===== src/rtl/rs_syn_pkg.sv =====
package rs_syn_pkg;

  localparam int HALF_W = 6;
  localparam int SYM_W  = 2 * HALF_W;

  typedef logic [HALF_W-1:0] gf_half_t;
  typedef logic [SYM_W-1:0]  gf_sym_t;

  // constant of the quadratic extension (X^2 + X + A^-1 term)
  localparam gf_half_t TOWER_K = 6'h21;
  // reduction of x^6 in GF(64): x^6 = x + 1
  localparam gf_half_t RED64   = 6'h03;

  typedef enum logic [1:0] {
    PH_NIB  = 2'd0,   // a 4-bit head is pending, next byte completes a symbol
    PH_HEAD = 2'd1,   // nothing pending, next byte is the top of a symbol
    PH_TAIL = 2'd2    // top byte held, next byte's high nibble completes it
  } pk_phase_e;

  function automatic gf_half_t gf64_mul(gf_half_t a, gf_half_t b);
    gf_half_t acc;
    gf_half_t sh;
    acc = '0;
    sh  = a;
    for (int i = 0; i < HALF_W; i++) begin
      if (b[i]) acc = acc ^ sh;
      sh = {sh[HALF_W-2:0], 1'b0} ^ (sh[HALF_W-1] ? RED64 : '0);
    end
    return acc;
  endfunction

  function automatic gf_sym_t gf4096_mul(gf_sym_t a, gf_sym_t b);
    gf_half_t ah, al, bh, bl, lo_prod, hi, lo;
    ah = a[SYM_W-1:HALF_W];
    al = a[HALF_W-1:0];
    bh = b[SYM_W-1:HALF_W];
    bl = b[HALF_W-1:0];
    lo_prod = gf64_mul(al, bl);
    hi = gf64_mul(ah ^ al, bh ^ bl) ^ lo_prod;
    lo = gf64_mul(gf64_mul(ah, bh), TOWER_K) ^ lo_prod;
    return {hi, lo};
  endfunction

  function automatic gf_sym_t gf4096_pow(gf_sym_t base, int unsigned e);
    gf_sym_t acc;
    acc = gf_sym_t'(1);
    for (int unsigned i = 0; i < e; i++) acc = gf4096_mul(acc, base);
    return acc;
  endfunction

endpackage


===== src/rtl/rs_sym_packer.sv =====
module rs_sym_packer
  import rs_syn_pkg::*;
(
  input  logic    clk,
  input  logic    rst_n,
  input  logic    start,
  input  logic    in_valid,
  input  logic [7:0] in_byte,
  input  logic    in_last,
  output logic    sym_valid,
  output gf_sym_t sym_data,
  output logic    sym_final
);

  pk_phase_e phase;
  logic [3:0] nib;
  logic [7:0] hold;
  logic       flush_q;
  gf_sym_t    flush_sym;

  logic    byte_ok;
  logic    main_fire;
  gf_sym_t main_sym;

  always_comb begin
    byte_ok   = in_valid && !start;
    main_fire = byte_ok && (phase != PH_HEAD);
    main_sym  = (phase == PH_NIB) ? {nib, in_byte} : {hold, in_byte[7:4]};
    sym_valid = main_fire || flush_q;
    sym_data  = flush_q ? flush_sym : main_sym;
    sym_final = flush_q || (main_fire && in_last && (phase == PH_NIB));
  end

  always_ff @(posedge clk or negedge rst_n) begin
    if (!rst_n) begin
      phase     <= PH_NIB;
      nib       <= '0;
      hold      <= '0;
      flush_q   <= 1'b0;
      flush_sym <= '0;
    end else if (start) begin
      phase   <= PH_NIB;
      nib     <= '0;
      flush_q <= 1'b0;
    end else begin
      flush_q <= 1'b0;
      if (byte_ok) begin
        if (in_last) begin
          phase     <= PH_NIB;
          nib       <= '0;
          flush_q   <= (phase != PH_NIB);
          flush_sym <= (phase == PH_HEAD) ? {in_byte, 4'h0} : {in_byte[3:0], 8'h00};
        end else begin
          case (phase)
            PH_NIB:  phase <= PH_HEAD;
            PH_HEAD: begin
              hold  <= in_byte;
              phase <= PH_TAIL;
            end
            default: begin
              nib   <= in_byte[3:0];
              phase <= PH_NIB;
            end
          endcase
        end
      end
    end
  end

  // a padded symbol only ever follows a final byte
  assert_flush_after_last_R4: assert property (@(posedge clk) disable iff (!rst_n)
    flush_q |-> $past(in_valid && in_last && !start));

  // phase stays within the three legal packing states
  assert_phase_legal_R3: assert property (@(posedge clk) disable iff (!rst_n)
    phase != pk_phase_e'(2'd3));

endmodule


===== src/rtl/rs_syn_acc.sv =====
module rs_syn_acc
  import rs_syn_pkg::*;
#(
  parameter gf_sym_t ROOT = 12'hE01
) (
  input  logic    clk,
  input  logic    rst_n,
  input  logic    clr,
  input  logic    en,
  input  gf_sym_t sym,
  output gf_sym_t syn
);

  gf_sym_t next_syn;

  always_comb next_syn = gf4096_mul(syn, ROOT) ^ sym;

  always_ff @(posedge clk or negedge rst_n) begin
    if (!rst_n)   syn <= '0;
    else if (clr) syn <= '0;
    else if (en)  syn <= next_syn;
  end

  // accumulator holds when no symbol is offered
  assert_acc_hold_R2: assert property (@(posedge clk) disable iff (!rst_n)
    (!clr && !en) |=> $stable(syn));

endmodule


===== src/rtl/rs_syn_out.sv =====
module rs_syn_out
  import rs_syn_pkg::*;
#(
  parameter int NUM_SYN = 8,
  parameter int WORD_W  = 32,
  parameter int ODD_LSB = 16,
  parameter int ERR_BIT = 18,
  localparam int NUM_WORDS = NUM_SYN / 2
) (
  input  gf_sym_t [NUM_SYN-1:0] syn,
  output logic [NUM_WORDS*WORD_W-1:0] words,
  output logic [WORD_W-1:0]     result_word
);

  for (genvar w = 0; w < NUM_WORDS; w++) begin : g_word
    always_comb begin
      words[w*WORD_W +: WORD_W] = '0;
      words[w*WORD_W +: SYM_W]  = syn[2*w];
      words[w*WORD_W + ODD_LSB +: SYM_W] = syn[2*w+1];
    end
  end

  always_comb begin
    result_word = '0;
    result_word[ERR_BIT] = |syn;
  end

endmodule


===== src/rtl/rs_syndrome_unit.sv =====
module rs_syndrome_unit
  import rs_syn_pkg::*;
#(
  parameter int      NUM_SYN = 8,
  parameter gf_sym_t GEN     = 12'hE01,
  parameter int      WORD_W  = 32,
  parameter int      ERR_BIT = 18,
  localparam int     NUM_WORDS = NUM_SYN / 2
) (
  input  logic                        clk,
  input  logic                        rst_n,
  input  logic                        start,
  input  logic                        in_valid,
  input  logic [7:0]                  in_byte,
  input  logic                        in_last,
  output logic                        done,
  output logic                        res_valid,
  output logic [NUM_WORDS*WORD_W-1:0] syn_words,
  output logic [WORD_W-1:0]           result_word
);

  logic    sym_valid;
  gf_sym_t sym_data;
  logic    sym_final;
  logic    final_upd;
  gf_sym_t [NUM_SYN-1:0] syn_all;

  rs_sym_packer u_pack (
    .clk       (clk),
    .rst_n     (rst_n),
    .start     (start),
    .in_valid  (in_valid),
    .in_byte   (in_byte),
    .in_last   (in_last),
    .sym_valid (sym_valid),
    .sym_data  (sym_data),
    .sym_final (sym_final)
  );

  for (genvar k = 0; k < NUM_SYN; k++) begin : g_acc
    localparam gf_sym_t ROOT_K = gf4096_pow(GEN, k + 1);
    rs_syn_acc #(.ROOT(ROOT_K)) u_acc (
      .clk   (clk),
      .rst_n (rst_n),
      .clr   (start),
      .en    (sym_valid),
      .sym   (sym_data),
      .syn   (syn_all[k])
    );
  end

  assign final_upd = sym_valid && sym_final && !start;

  always_ff @(posedge clk or negedge rst_n) begin
    if (!rst_n) begin
      done      <= 1'b0;
      res_valid <= 1'b0;
    end else if (start) begin
      done      <= 1'b0;
      res_valid <= 1'b0;
    end else begin
      done <= final_upd;
      if (final_upd) res_valid <= 1'b1;
    end
  end

  rs_syn_out #(
    .NUM_SYN (NUM_SYN),
    .WORD_W  (WORD_W),
    .ODD_LSB (16),
    .ERR_BIT (ERR_BIT)
  ) u_out (
    .syn         (syn_all),
    .words       (syn_words),
    .result_word (result_word)
  );

  // start wipes every accumulator and the completion state
  assert_start_clears_R5: assert property (@(posedge clk) disable iff (!rst_n)
    start |=> ((syn_all == '0) && !res_valid && !done));

  // completion is a single-cycle pulse
  assert_done_single_R6: assert property (@(posedge clk) disable iff (!rst_n)
    done |=> !done);

  // a completion always comes with a valid result
  assert_done_valid_R6: assert property (@(posedge clk) disable iff (!rst_n)
    done |-> res_valid);

  // result and syndromes are held until the next start
  assert_valid_hold_R6: assert property (@(posedge clk) disable iff (!rst_n)
    (res_valid && !start && !in_valid) |=> (res_valid && $stable(syn_all)));

endmodule


===== config.mk =====
export PLATFORM = sky130hd
export DESIGN_NAME = rs_syndrome_unit
export DESIGN_NICKNAME = d
export VERILOG_FILES = /design/src/rtl/rs_syn_pkg.sv /design/src/rtl/rs_sym_packer.sv /design/src/rtl/rs_syn_acc.sv /design/src/rtl/rs_syn_out.sv /design/src/rtl/rs_syndrome_unit.sv
export SDC_FILE = /design/constraint.sdc
export NUM_CORES = 1
export LEC_CHECK = 0
export ABC_AREA = 1
export BUFFER_PORTS_ARGS = -buffer_cell sky130_fd_sc_hd__buf_4
export CORE_MARGIN = 4
export CORE_UTILIZATION = 45
export CTS_BUF_LIST = sky130_fd_sc_hd__clkbuf_2
export CTS_CLUSTER_DIAMETER = 200
export CTS_CLUSTER_SIZE = 16
export DETAILED_ROUTE_END_ITERATION = 8
export PLACE_DENSITY = 0.63
export SYNTH_ARGS = -nofsm -noshare
export SYNTH_HDL_FRONTEND = slang
export SYNTH_HIERARCHICAL = 1
export SYNTH_SLANG_ARGS = --single-unit

===== constraint.sdc =====
create_clock -name clk -period 3 [get_ports clk]
set_input_delay 0.6 -clock clk [delete_from_list [all_inputs] [get_ports clk]]
set_output_delay 0.6 -clock clk [all_outputs]
set_load 0.03 [all_outputs]

# Word level (Yosys, flattened, before mapping)
# Index checks and enable logic that the tools add are counted.
[word_totals]
register_bits = 125
latch_bits = 0
ram_bits = 0
mem_bits_ro = 0
n_memories = 0
[op_classes]
add_sub_neg = 0
mul = 0
div_mod_pow = 0
order_cmp = 0
eq_ne = 3
shifts = 0
n_mux = 173
bitwise_logic = 233
n_reduce_logical = 19
[op_table]
columns = ["cell", "count"]
rows = [
  ["$xor 6x6->6", 223],
  ["$mux 2", 143],
  ["$mux 12", 19],
  ["$reduce_or 96->1", 1],
  ["$xor 12x12->12", 8],
  ["$mux 4", 4],
  ["$reduce_bool 2->1", 4],
  ["$logic_and 1x1->1", 6],
  ["$mux 1", 6],
  ["$pmux 2 s2", 1],
  ["$reduce_and 4->1", 1],
  ["$ne 3x1->1 const B", 1],
  ["$reduce_and 3->1", 1],
  ["$eq 2x1->1 const B", 1],
  ["$logic_not 2->1", 1],
  ["$logic_or 1x1->1", 2],
  ["$ne 2x1->1 const B", 1],
  ["$not 1->1", 2],
  ["$reduce_and 2->1", 1],
  ["$reduce_or 2->1", 1],
  ["$logic_not 1->1", 1],
]

# Depth between registers and ports, before layout
# Gate-level depths: netlist of run 1.
[depth]
ltp_word = 26
depth_mapped = 14
ltp_nobuf = 13

# Hierarchy
# The synthesis of run 1 kept the hierarchy.
[modules_own_cells]
columns = ["mod", "instances", "cells_each", "area_per_inst_um2", "seq_area_each_um2"]
rows = [
  ["rs_syn_acc (g_acc[5].u_acc)", 1, 257, 1610.3, 300.3],
  ["rs_syn_acc (g_acc[3].u_acc)", 1, 294, 1591.5, 300.3],
  ["rs_syn_out", 1, 254, 1551.5, 0.0],
  ["rs_syn_acc (g_acc[2].u_acc)", 1, 241, 1524.0, 300.3],
  ["rs_syn_acc (g_acc[7].u_acc)", 1, 220, 1437.6, 300.3],
  ["rs_syn_acc (g_acc[4].u_acc)", 1, 202, 1352.5, 300.3],
  ["rs_sym_packer", 1, 195, 1322.5, 575.6],
  ["rs_syn_acc (g_acc[1].u_acc)", 1, 180, 1108.6, 300.3],
  ["rs_syn_acc (g_acc[0].u_acc)", 1, 160, 1087.3, 300.3],
  ["rs_syn_acc (g_acc[6].u_acc)", 1, 146, 1008.5, 300.3],
  ["rs_syndrome_unit", 1, 7, 75.1, 50.0],
]

# Least setup slack after synthesis of run 1
# OpenSTA, ideal clock, no wires.
[synth_timing]
path_kind = "input to register"
startpoint = "input port start"
endpoint = "register g_acc[3].u_acc.syn[2]"
arrival_time_ns = 2.582
slack_ns = 0.335
path_stages = 8
path_cell_list = "inv_1 -> nand2_1 -> o21ai_0 -> nor2_1 -> nor2_1 -> buf_6 -> nand2_1 -> o22ai_1"
[synth_between]
elab_chain_len = 5
[synth_rtl]
columns = ["item", "line_no", "source"]
rows = [
  ["start: declaration", "rs_syndrome_unit.sv:12", "input logic start,"],
  ["$logic_not 1->1", "rs_sym_packer.sv:26", "byte_ok = in_valid && !start;"],
  ["$logic_and 1x1->1", "rs_sym_packer.sv:26", ""],
  ["$logic_and 1x1->1", "rs_sym_packer.sv:27", "main_fire = byte_ok && (phase != PH_HEAD);"],
  ["$logic_or 1x1->1", "rs_sym_packer.sv:29", "sym_valid = main_fire || flush_q;"],
  ["net sym_valid", "rs_syndrome_unit.sv:22", "logic sym_valid;"],
  ["$reduce_bool 2->1 (no line)", "-", ""],
  ["end signal: assignment", "rs_syn_acc.sv:21", "else if (en) syn <= next_syn;"],
  ["end: declaration", "rs_syn_acc.sv:11", "output gf_sym_t syn"],
]
# The timed path passes the listed nets, and every way through them passes these cells.
# A chain may end at the register's enable or synchronous reset.

# Worst setup path after layout of run 1
[layout_timing]
startpoint = "register g_acc[2].u_acc.syn[2]"
endpoint = "output port result_word[18]"
[layout_between]
elab_chain_len = 1
[layout_rtl]
columns = ["item", "line_no", "source"]
rows = [
  ["start: declaration", "rs_syn_acc.sv:11", ""],
  ["start signal: assignment", "rs_syn_acc.sv:21", ""],
  ["$reduce_or 96->1", "rs_syn_out.sv:25", "result_word[ERR_BIT] = |syn;"],
  ["end: declaration", "rs_syndrome_unit.sv:19", "output logic [WORD_W-1:0] result_word"],
]
# Every way passes these cells.

==> metrics, run 1 <==
status=finished clean; routed via count=12610; initial core utilization=0.4588; Post-synth EDFFs=0; Power Total=17.82 mW; CP Buf/Inv Count=1; CP max stage cell=dfrtp_2; first-pass GRT wire length=60580 um; max-cap violations=0; Synth Area in Simple Gates=0.3870; Synth area leader=nand2_1; FF+latch count, synth=121; Post-Route Skew=0.06402 ns; Die Ht=182.3 um; Die Area=33230 um^2; dominant synthesized flop cell=dfrtp_1; I/O pins=175; DRT iter0 DRCs=1023; Leak=7.943 nW; Async SR Flop Fraction=1.000; Worst setup EP type=output pin; critical path launch point type=flop; clock latency on the worst-skew pair=0.73 ns; Worst-path clk slew=0.23 ns; Post-Syn Area=13670 um^2; Core Region=29800 um^2; Root Driver=clkbuf_2; Via density=4.847; HPWL Detailed=28970 um; gpl congestion=0.9016; Mapped Cells=2156; Synth top area share=0.2389; CTS Buffer Depth=2; Peak VDD IR=590.5 uV; TritonCTS buffer count=17; Setup CP Type=reg -> out; Synth top cells by count=nand2_1, inv_1, buf_4; H-tree lvl count=4; Worst EP required=2.40 ns; Total GRT Usage=0.2260; most numerous cell on the critical path=nor2_1; post-route ant nets=0; vias in the first global route=11520; row cnt=63; main combinational cell family by area after synthesis=simple AND/OR/NAND/NOR gates; period utilization=0.9434; pwr dens=1239 nW/um^2; gr ovfl total=0; Fin. Hold Viols=0; total iterations of the first detailed-routing run=7; Final Instance Count excl. Fillers=2601; Final Util=0.4827; layout cells sized above 1=0.1860; synthesis warning total=6; multiplexer area fraction after synthesis=0; I/O Buffers=111; Rel. slew slack=0.4065; chip width=182.3 um; DRC=0; crit path cell chain=nor2_1, nand2_1, nor2_1, nand2_1, nor2_1, nand3_1, buf_4; Max Slew Vio Count=0; clk sink count=121; min-delay worst type=in -> reg; Routed WL=38350 um; XOR/XNOR Fraction of Synth Area=0.1663; minimum clock period after layout=2.830 ns; largest cells by area after synthesis=nand2_1, dfrtp_1, buf_4, xor2_1, nand3_1; max incr delay on CP=0.58 ns; area grow syn2layout=5.227%; Mapped Avg Cell Area=6.340 um^2; arrival time of the worst setup path=2.23 ns; CTS tree=done; sequential share of the synthesized area=0.2215; Synth Area in Compound Gates=0.03423; fmax=0.3533 GHz; crit-path max FO=9; Nets=2210; top-count cell post-synth=nand2_1; setup violators final=0; Least-Margin Pin Slew=0.8870 ns; Synth Area in Adders=0; CP delay by family, top=simple AND/OR/NAND/NOR gates; Wirelength per Cell=14.74 um; pin count of the biggest net entering global routing=73; Unique masters post-synth=39; Placed Cells=2543; initial antenna violation count=1
-- worst paths after layout --
check	startpoint	endpoint	slack (ns)	cells after the start
setup / recovery	g_acc[2].u_acc/syn[2]	result_word[18]	0.17	7
min in group asynchronous	rst_n	g_acc[0].u_acc/syn[6]	0.44	2
hold reg to reg	u_pack/nib[3]	u_pack/nib[3]	0.50	2
max in group asynchronous	rst_n	u_pack/nib[2]	1.64	3
hold / removal	in_byte[6]	u_pack/hold[6]	0.19	3
setup reg to reg	u_pack/phase[1]	g_acc[3].u_acc/syn[4]	0.55	10
-- cell families (layout without fill, tap and decap cells) --
group                     count (synthesis)  count (layout)
and+or+nand+nor                        1259            1259
buffers and inverters                   465             457
xor gates and xnor gates                226             226
DFF                                     121             121
AOI/OAI and AO/OA                        84              84
other                                     1              64
-- repair_timing --
action / 4_1_cts / 5_1_grt
hold buffers: 1 / 0
setup endpoints to repair: 0 / 1
resized for setup: 0 / 40
endpoints found under the hold margin: 68 / 0
setup buffers: 0 / 24
-- worst reg2reg max path, cell delays in order, from the launching register on --
cell and delay (ns):
dfrtp_1 0.54, inv_2 0.13, nand2_1 0.35, nand2_1 0.10
nand3_1 0.09, nand2_1 0.46, xor2_1 0.37, xor2_1 0.21
nand2_1 0.07, nand2_1 0.06, o21ai_1 0.05
-- per-layer routing --
| layer | wire length [um] | vias up | track usage |
|---|---|---|---|
| met1 | 17320 | 5768 | 0.3110 |
| li1 | - | 6410 | - |
| met3 | 2388 | 50 | 0.03568 |
| met4 | 704 | 0 | 0.05344 |
| met5 | 0 | - | 0 |
| met2 | 17940 | 379 | 0.3745 |
-- registers in the layout (all words and copies together) (netlist names) --
name              flops
g_acc.u_acc/syn      96
u_pack/flush_sym      8
u_pack/hold           8
u_pack/nib            4
u_pack/phase          2
done                  1
res_valid             1
u_pack/flush_q        1
-- cell usage in the layout, fill, tap and decap left out, drive strengths merged, types with 25 or more instances in the layout --
cell	netlist	routed
nand2	932	932
inv	244	247
buf	216	180
nand3	172	172
nor2	124	124
xor2	123	123
dfrtp	121	121
xnor2	101	101
conb	1	63
o21ai	47	47
o22ai	25	25
-- metrics by stage --
stage	hold slack, ns	setup TNS, ns	area, um^2	worst slack [ns]
after floorplan	0.3044	0	13900	0.3352
after global placement	0.4560	0	13880	0.5644
after detailed placement	0.4590	0	13880	0.5340
after CTS	0.1056	0	14150	0.01140
after global routing	0.1141	-0.004166	14380	-0.004166
final	0.1876	0	14380	0.1698
-- final cells by class --
cell class              count  area, um^2
multi-input cells        1632        8273
flip-flops and latches    121        3077
repair buffers            181        1365
fillers                  3083       15410
clock inverters            15       175.2
diodes                      1       2.502
clock buffers              17       85.08
well taps                 390       488.0
inverters                 244       918.4
-- where the power goes --
| part | internal (mW) | switching, mW | leakage (nW) |
|---|---|---|---|
| logic | 5.06 | 8.44 | 6.24 |
| clock network | 0.464 | 0.733 | 0.139 |
| registers | 2.10 | 1.02 | 1.56 |
(Power assumes the default switching activity.)
==> run 2, diff against run 1 <==
- GPL_TIMING_DRIVEN: default -> 0
==> run 2 against run 1 <==
  * Core utilization rose by 4.5 points
  * Design area is 9.3% higher
  * Die area is the same
  * Non-clock buffer count up 163
  * Clock power up 11%
  * Hold slack got worse by 0.055 ns
  * Worst setup slack improved by 0.023 ns
  * Fmax up 0.83%
  * Clock-buffer cell count rose by 2
==> metrics, run 2 (synthesized netlist as in run 1, its figures left out) <==
status=finished clean; gpl congestion=0.9203 (+2.1%); HPWL Detailed=29030 um (+0.21%); Nets=2373 (+7.4%); setup violators final=0 (unchanged); most frequent cells in the layout=nand2_1, buf_4, inv_1; vias in the first global route=12090 (+4.9%); period utilization=0.9356 (-0.007797); Wirelength per Cell=13.89 um (-5.8%); Total GRT Usage=0.2288 (+0.002888); Worst EP required=3.60 ns (+1.20 ns); max-cap violations=0 (unchanged); Die Ht=182.3 um (unchanged); I/O pins=175 (unchanged); crit-path max FO=12 (+3); fmax=0.3563 GHz (+0.83%); row cnt=63 (unchanged); top flop regs=g_acc.u_acc/syn x96, u_pack/flush_sym x8, u_pack/hold x8; pwr dens=1188 nW/um^2 (-4.1%); met3 Track Usage GR=0.02970 (-0.005980); TritonCTS buffer count=17 (unchanged); setup total negative slack=0 ns (unchanged); critical path launch point type=flop; first-pass GRT wire length=61660 um (+1.8%); layout cells sized above 1=0.2330 (+0.04707); CTS Buffer Depth=2 (unchanged); clock latency on the worst-skew pair=0.72 ns (about the same); Least-Margin Pin Slew=1.014 ns (+0.1269 ns); Die Area=33230 um^2 (unchanged); Peak VDD IR=710.2 uV (+20%); chip width=182.3 um (unchanged); Routed WL=38400 um (+0.15%); clk sink count=121 (unchanged); H-tree lvl count=4 (unchanged); M2 GR Usage=0.3800 (+0.005503); Via density=4.749 (-2.0%); area grow syn2layout=15.04%; min-delay worst type=in -> reg; Largest register FFs=96 (unchanged); # fillers=3037 (-1.5%); RSZ-0062 raised after global routing=false; total iterations of the first detailed-routing run=6 (-1); Post-Route Skew=0.05939 ns (-0.004629 ns); grt peak-use layer=met2; DRC=0 (unchanged); post-route ant nets=0 (unchanged); gr ovfl total=0 (unchanged); initial core utilization=0.4588 (unchanged); Leak=8.919 nW (+12%); CTS tree=done; DRT iter0 DRCs=1090 (+6.5%); Largest Register=g_acc.u_acc/syn; Max Slew Vio Count=0 (unchanged); Worst setup EP type=flop; pin count of the biggest net entering global routing=92 (+26%); initial antenna violation count=1 (unchanged); Root Driver=clkbuf_2; Setup CP Type=reg -> reg; commonest non-fill, non-tap cell in the layout=nand2_1; Core Region=29800 um^2 (unchanged); I/O Buffers=111 (unchanged); minimum clock period after layout=2.807 ns (-0.02339 ns); Fin. Hold Viols=0 (unchanged); Final Util=0.5278 (+0.04502); arrival time of the worst setup path=3.41 ns (+1.18 ns); Worst-path clk slew=0.23 ns (about the same); Rel. slew slack=0.3233 (-0.08315); routed via count=13130 (+4.1%); met1 usage in global routing=0.3158 (+0.004847)
run 2: path summary, 6_finish.rpt:
| check | slack [ns] | startpoint | cells past startpoint | end |
|---|---|---|---|---|
| max in group asynchronous | 1.88 | rst_n | 3 | g_acc[6].u_acc/syn[7] |
| setup / recovery | 0.19 | u_pack/phase[1] | 9 | g_acc[7].u_acc/syn[8] |
| min in group asynchronous | 0.28 | rst_n | 2 | g_acc[0].u_acc/syn[9] |
| setup reg to reg | 0.19 | u_pack/phase[1] | 9 | g_acc[7].u_acc/syn[8] |
| hold reg to reg | 0.50 | u_pack/nib[0] | 2 | u_pack/nib[0] |
| hold / removal | 0.13 | in_byte[4] | 3 | u_pack/hold[4] |
run 2: per-layer routing:
layer  wire [um]  part of all wire
met1       17860              0.46
met2       17650              0.46
met3        2080             0.054
met4         816             0.021
met5           0                 0
run 2: report_power, final:
group | switching, mW | internal [mW]
Sequential | 0.648 | 2.08
Clock | 0.702 | 0.632
Combinational | 8.89 | 5.73
run 2: cell type report:
type	instances	area (um^2)	area share
multi-input cells	1632	8297	0.5276
flip-flops and latches	121	3043	0.1935
plain buffers	221	1688	0.1073
repair buffers	123	992.2	0.06310
inverters	244	918.4	0.05840
well taps	390	488.0	0.03103
clock inverters	13	201.4	0.01281
clock buffers	19	95.09	0.006047
diodes	1	2.502	0.0001591
run 2: repair_timing:
| item | 4_1_cts | 5_1_grt |
|---|---|---|
| endpoints found under the setup margin | 1 | 3 |
| setup buffers | 3 | 3 |
| gates resized for setup | 6 | 11 |
| pin swaps | 0 | 0 |
| hold buffers | 1 | 0 |
| hold endpoints to repair | 30 | 0 |
run 2: stage by stage:
| step | setup slack [ns] | power, mW | hold slack (ns) | cell area (um^2) | std cells |
|---|---|---|---|---|---|
| 6_report | 0.1932 | 18.69 | 0.1323 | 15730 | 2764 |
| 5_1_grt | 0.03337 | 20.67 | 0.04538 | 15730 | 2764 |
| 4_1_cts | 0.008559 | 18.66 | 0.03929 | 15680 | 2760 |
| 3_5_place_dp | -0.06114 | 17.19 | 0.4595 | 15340 | 2724 |
| 3_3_place_gp | -2.297 | 16.83 | 0.4559 | 15220 | 2719 |
| 2_1_floorplan | 0.3352 | 14.25 | 0.3044 | 13900 | 2218 |
run 2: worst max-delay path, cell delays in order, from the launching register on:
cell and delay (ns):
dfrtp_1 0.53, nor2_1 0.30, buf_2 0.28, nand2_1 0.08, nand3_1 0.09, nand2_1 0.55, xnor2_1 0.41, xor2_1 0.20
xor2_1 0.16, o22ai_1 0.08
